File: src/rtl/pwr_seq.sv
module pwr_seq #(
  parameter int CLKS_PER_US = 100,
  parameter int POLL_US     = 1000,
  parameter int LIMIT_US    = 200000
) (
  input  logic clk,
  input  logic rst,
  input  logic start,
  input  logic reg_ready,
  input  logic pll_locked,
  output logic reg_en,
  output logic bgap_en,
  output logic pll_en,
  output logic link_en,
  output logic done,
  output logic reg_timeout,
  output logic pll_timeout
);
  localparam int NPOLL = (LIMIT_US + POLL_US - 1) / POLL_US;
  localparam int PW = (CLKS_PER_US > 1) ? $clog2(CLKS_PER_US) : 1;
  localparam int QW = (POLL_US > 1) ? $clog2(POLL_US) : 1;
  localparam int NW = (NPOLL > 1) ? $clog2(NPOLL) : 1;

  typedef enum logic [1:0] {S_IDLE, S_REG, S_PLL, S_DONE} st_t;

  st_t           state;
  logic [PW-1:0] pre;
  logic [QW-1:0] poll;
  logic [NW-1:0] npoll;

  wire waiting   = (state == S_REG) || (state == S_PLL);
  wire us_tick   = waiting && (pre == PW'(CLKS_PER_US - 1));
  wire poll_hit  = us_tick && (poll == QW'(POLL_US - 1));
  wire last_poll = (npoll == NW'(NPOLL - 1));
  wire status    = (state == S_REG) ? reg_ready : pll_locked;
  wire advance   = poll_hit && (status || last_poll);

  assign reg_en  = (state != S_IDLE);
  assign bgap_en = reg_en;
  assign pll_en  = (state == S_PLL) || (state == S_DONE);
  assign link_en = (state == S_DONE);
  assign done    = link_en;

  always_ff @(posedge clk) begin
    if (rst) begin
      state       <= S_IDLE;
      pre         <= '0;
      poll        <= '0;
      npoll       <= '0;
      reg_timeout <= 1'b0;
      pll_timeout <= 1'b0;
    end else begin
      case (state)
        S_IDLE: if (start) state <= S_REG;
        S_REG, S_PLL: begin
          if (advance) begin
            pre   <= '0;
            poll  <= '0;
            npoll <= '0;
            if (state == S_REG) begin
              state <= S_PLL;
              if (!status) reg_timeout <= 1'b1;
            end else begin
              state <= S_DONE;
              if (!status) pll_timeout <= 1'b1;
            end
          end else begin
            pre <= us_tick ? '0 : pre + 1'b1;
            if (us_tick) poll <= poll_hit ? '0 : poll + 1'b1;
            if (poll_hit) npoll <= npoll + 1'b1;
          end
        end
        default: state <= S_DONE;
      endcase
    end
  end
endmodule


File: config.mk
export PLATFORM = sky130hd
export DESIGN_NAME = pwr_seq
export DESIGN_NICKNAME = d
export VERILOG_FILES = /design/src/rtl/pwr_seq.sv
export SDC_FILE = /design/constraint.sdc
export NUM_CORES = 1
export LEC_CHECK = 0
export BUFFER_PORTS_ARGS = -buffer_cell sky130_fd_sc_hd__buf_4
export CAP_MARGIN = 20
export CORE_ASPECT_RATIO = 1.2
export CORE_MARGIN = 8
export CORE_UTILIZATION = 45
export CTS_CLUSTER_SIZE = 28
export DETAILED_ROUTE_END_ITERATION = 8
export GPL_TIMING_DRIVEN = 0
export PLACE_DENSITY_LB_ADDON = 0.25
export SLEW_MARGIN = 20
export SYNTH_ARGS = -nofsm -noshare
export SYNTH_HDL_FRONTEND = slang
export SYNTH_SLANG_ARGS = --single-unit
File: constraint.sdc
create_clock -name clk -period 5.45 [get_ports clk]
set_input_delay 1.09 -clock clk [delete_from_list [all_inputs] [get_ports clk]]
set_output_delay 1.09 -clock clk [all_outputs]
set_load 0.01 [all_outputs]
* Word-level counts from Yosys, hierarchy flattened
Index checks and enable logic that the tools add are counted.
** Word-level totals
- Word-level logic and storage cells :: 47
- Register bits after elaboration :: 29
- Input port bits :: 5
- Memories :: 0
- Memory bits (read-only) :: 0
- Memory bits (writable) :: 0
- Output and inout bits :: 7
- Bits in latches :: 0
** Operators by class
- Shifts and indexed selects :: 0
- Multiplexer cells :: 12
- Bitwise logic cells :: 2
- Multipliers :: 0
- Equality and inequality tests :: 8
- Divide/modulo/power cells :: 0
- Order comparisons :: 0
- $add $sub $neg :: 3
- Reductions and logical operators :: 16
** Operators by type and width (number)
- 10-bit two-way mux :: 3
- 8-bit two-way mux :: 2
- 7-bit two-way mux :: 2
- 10-bit by 1-bit adder with 10-bit output, second input constant :: 1
- 10-bit == test, second input constant :: 1
- 8-bit by 1-bit adder with 8-bit output, second input constant :: 1
- 8-bit == test, second input constant :: 1
- 4-bit AND reduction :: 2
- 7-bit by 1-bit adder with 7-bit output, second input constant :: 1
- 7-bit == test, second input constant :: 1
- 2-bit AND reduction :: 3
- 2-bit nonzero test :: 3
- 2-bit == test, second input constant :: 2
- 2-bit two-way mux :: 2
- 2-bit inequality test, second input constant :: 2
- 2-bit one-hot mux with 2 select lines :: 1
- 1-bit logical AND :: 3
- 1-bit logical OR :: 3
- 2-bit by 1-bit == test with 1-bit output, second input constant :: 1
- 2-bit zero test :: 1
- 1-bit two-way mux :: 2
- 1-bit NOT :: 2
- 2-bit OR reduction :: 1

* Depth between registers and ports, before layout
- Depth after elaboration :: 7
- Depth in mapped cells :: 9
- Gate-level depth less buffers :: 6

* Worst setup path before layout
OpenSTA, ideal clock, no wires.
- Path type :: reg-to-reg
- From :: reg state[0]
- To :: reg npoll[6]
- Arrival time :: 2.004 ns
- Required time :: 5.333 ns
- Buffers on the path :: 2
- Library setup time :: 0.117 ns
- Stages on the path, launching flop included :: 9
- Path slack :: 3.329 ns
- Clock period less this slack :: 2.121 ns
- Path through :: dfxtp_1 inv_1 ha_1 buf_4 nand4b_4 or4_1 buf_2 a21o_1 a32o_1
** Between the ends
- Cells in the longest elaborated chain, start to end :: 7
- Elaborated cells on any way between the ends :: 12
- Classes of those cells :: eq/ne (2); mux (2); reduce/logical (8)
** RTL lines
- start: declaration :: line 26 : st_t state;
- start signal: assignment :: line 46 : state <= S_IDLE;
- start signal: assignment :: line 54 : S_IDLE: if (start) state <= S_REG;
- start signal: assignment :: line 61 : state <= S_PLL;
- 2-bit by 1-bit == test with 1-bit output / 2-bit == test (equally long branches) :: line 31 : wire waiting = (state == S_REG) || (state == S_PLL);
- 1-bit logical OR (*) :: line 31
- named net waiting :: line 31
- 1-bit logical AND (*) :: line 32 : wire us_tick = waiting && (pre == PW'(CLKS_PER_US - 1));
- 1-bit logical AND (*) :: line 33 : wire poll_hit = us_tick && (poll == QW'(POLL_US - 1));
- 1-bit logical AND :: line 36 : wire advance = poll_hit && (status || last_poll);
- 2-bit nonzero test (no source line)
- 2-bit AND reduction (no source line)
- end signal: assignment :: line 70 : if (poll_hit) npoll <= npoll + 1'b1;
- end: declaration :: line 29 : logic [NW-1:0] npoll;
The timed path passes the listed nets; every way through them passes the cells marked *.
A chain may end at the register's enable or synchronous reset.

* Worst setup path in the final report
- From :: reg state[0]
- To :: out pll_en
** Between the ends
- Cells in the longest elaborated chain, start to end :: 2
- Elaborated cells on any way between the ends :: 3
- Classes of those cells :: eq/ne (2); reduce/logical (1)
** RTL lines
- 2-bit == test :: line 40 : assign pll_en = (state == S_PLL) || (state == S_DONE);
- 1-bit logical OR (*) :: line 40
- end: declaration :: line 13 : output logic pll_en,
Mark *: on every way between the ends. The rest lies on a longest branch, timed or not.

==> metrics.md <==
| Metric | Value |
|---|---|
| Outcome | `finished, final reports clean` |
| Worst-path clk slew | `0.06 ns` |
| Post-synth top flop | `dfxtp_1` |
| Period utilisation layout | `44.8%` |
| First-pass GRT wire length | `5.59 mm` |
| Initial DRC count | `27` |
| Total gr overflow | `0` |
| CTS Root Cell | `clkbuf_8` |
| WP buf/inv | `2` |
| Fmax achieved | `409 MHz` |
| Fin crit period | `2.44 ns` |
| Most common cell after layout, fill and taps aside | `dfxtp_1` |
| Die W | `69.5 microns` |
| Post-route cell area | `1760 sq um` |
| Final setup skew | `0.00591 ns` |
| Worst r2r path cells | `8` |
| Critical Path Fanout Max | `4` |
| Netlist cell types | `42` |
| Total Neg Setup Slack | `0 ns` |
| I/O Pins | `12` |
| Power Density | `312 nW/um^2` |
| Core area | `3310 sq um` |
| Clk sinks | `29` |
| Routed wire per std cell | `14.0 microns` |
| Antenna cells | `0` |
| Avg Vias per Cell | `5.81` |
| CTS Buffer Depth | `2` |
| Largest net degree at the start of global routing | `11` |
| Total track usage | `12.2%` |
| Most frequent cells in the layout | `dfxtp_1, nor2_1, nand2_1` |
| Crit. End Element | `output port` |
| Initial antenna violation count | `0` |
| Number of buffers created by CTS | `5` |
| Post-DP HPWL | `2.50 mm` |
| Initial core utilization | `46.8%` |
| Input/output buffers | `10` |
| CP top delay family | `flip-flops` |
| Total Nets Final | `210` |
| Crit path cell chain | `inv_1, ha_1, or2_2, buf_4` |
| Post-synth EDFFs | `0` |
| Syn Area/Cell | `8.60 sq um` |
| Register area share after synthesis | `37.5%` |
| Syn Std Cell Area | `1550 sq um` |
| Post_cts resized | `0` |
| Hold Crit Start | `pll_timeout` |
| Post-CTS Hold Fix Bufs | `0` |
| Hold Path Stages | `2` |
| Via count | `1360` |
| Max-Cap Viols | `0` |
| Tot Pwr | `548 uW` |
| Slew HR | `57.0%` |
| Setup Viol. Count Final | `0` |
| HP Class | `reg -> reg` |
| CP Data Required Time | `4.36 ns` |
| Dpl cell area | `1670 sq um` |
| Crit path kind | `reg -> out` |
| FP Rows | `23` |
| Hold EP | `pll_timeout` |
| Worst-skew pair later-pin latency | `0.27 ns` |
| Reg-to-reg slack, setup | `3.06 ns` |
| Hold slack | `0.463 ns` |
| Synthesized instance count | `180` |
| Syn-to-layout area delta | `13.4%` |
| Final Hold Violating Endpoints | `0` |
| CTS tree | `done` |
| RSZ-0062 raised after global routing | `no` |
| Slowest cell on the critical path | `dfxtp_1` |
| Die Y | `80.2 microns` |
| Final WL | `3.28 mm` |
| Max Slew Vio Count | `0` |
| Gpl congestion | `0.862` |
| Asr flop ratio synth | `0%` |
| Area of the die | `5580 sq um` |
| Leak | `0.659 nW` |
| H-tree levels | `2` |
| Worst Tran Pin Value | `0.641 ns` |
| Worst setup path startpoint | `state[0]` |
| FF+latch count, synth | `29` |
| Net count after synthesis | `193` |
| Yosys warning count | `0` |
| First-pass detailed-route iteration total | `4` |
| CP startpoint kind | `register` |
| Post-CTS Repair Setup Buffers | `0` |
| Worst Path Arrival | `1.35 ns` |
| Share of layout cells above drive strength 1 | `11.2%` |
| R2r startpoint | `state[1]` |
| Worst vdd ir | `203 uV` |
| Slowest stage delay, CP | `0.39 ns` |
| Reg-to-Reg End | `npoll[7]` |
| Vias in the first global route | `1285` |
| DRC violations left | `0` |
| Post-route ant nets | `0` |
-- Yosys cell counts (2+ instances only) --
cell type	count	area, sq um
a21oi_1	10	50.1
a32o_1	3	30.0
and2_1	3	18.8
and3_1	3	18.8
buf_4	3	22.5
clkbuf_1	6	22.5
dfxtp_1	29	581
ha_1	8	100
inv_1	8	30.0
nand2_1	15	56.3
nand3_1	8	40.0
nand4_1	7	43.8
nand4bb_1	2	22.5
nor2_1	15	56.3
nor3_1	8	40.0
nor3b_1	2	15.0
nor4_1	2	12.5
o211ai_1	2	15.0
o21a_1	4	30.0
o21ai_0	2	10.0
o21ai_1	3	15.0
o32ai_1	3	26.3
or3_1	7	43.8
xnor2_1	3	26.3
xor2_1	7	61.3
-- stage by stage --
stage	util [%]	worst slack, ns	instances
after global routing	53.0	2.84	234
after CTS	53.0	2.98	234
after detailed placement	50.4	2.94	227
final	53.0	3.01	234
after global placement	50.4	3.00	227
after floorplan	-	3.33	180
-- registers in the layout, summed over array words and instances (netlist names) --
signal       flops
poll            10
pre              7
state            2
reg_timeout      1
pll_timeout      1
npoll            8
-- layer usage --
metal	part of all wire, %	global-route usage (%)	vias up
li1	-	-	689
met1	42	12.1	648
met2	53	22.5	18
met3	3.1	3.82	5
met4	1.5	5.95	0
met5	0	0	-
-- cells by family after synthesis --
logic type,count (synthesis),share of synthesized area (%)
DFF,29,37.5
adders and majority gates,8,6.47
xor gates and xnor gates,10,5.66
and+or+nand+nor,79,28.6
muxes,2,1.37
AOI/OAI and AO/OA,34,15.2
buffers and inverters,18,5.17
-- worst reg2reg max path, stage by stage, from the launching register on --
cell	delay, ns
dfxtp_1	0.39
inv_1	0.11
ha_1	0.28
buf_4	0.16
nand4b_4	0.13
nor4_1	0.40
clkbuf_1	0.39
o21ai_1	0.13
a32o_1	0.28
-- report_power, final --
| part | internal, mW | switching, mW | leakage, nW | total [mW] |
|---|---|---|---|---|
| Clock | 0.0998 | 0.0715 | 0.0443 | 0.171 |
| Combinational | 0.0640 | 0.0790 | 0.380 | 0.143 |
| Sequential | 0.223 | 0.0108 | 0.234 | 0.234 |
| Total | 0.387 | 0.161 | 0.659 | 0.548 |
-- area by class of cell --
class,count,area [sq um]
Multi-Input combinational cell,133,887
Sequential cell,29,581
Buffer,10,50.0
Tap cell,37,46.3
Inverter,8,30.0
Timing Repair Buffer,10,75.1
Clock buffer,7,86.3
Fill cell,318,1550
-- how the worst max path moves through the flow --
stage / end / cells past startpoint
CTS: pll_en / 4
global route: npoll[5] / 8
floorplan: npoll[6] / 8
detailed placement: poll[1] / 4
finish: pll_en / 4
global placement: poll[4] / 4
Note: power is estimated with default switching activity, not from simulation.
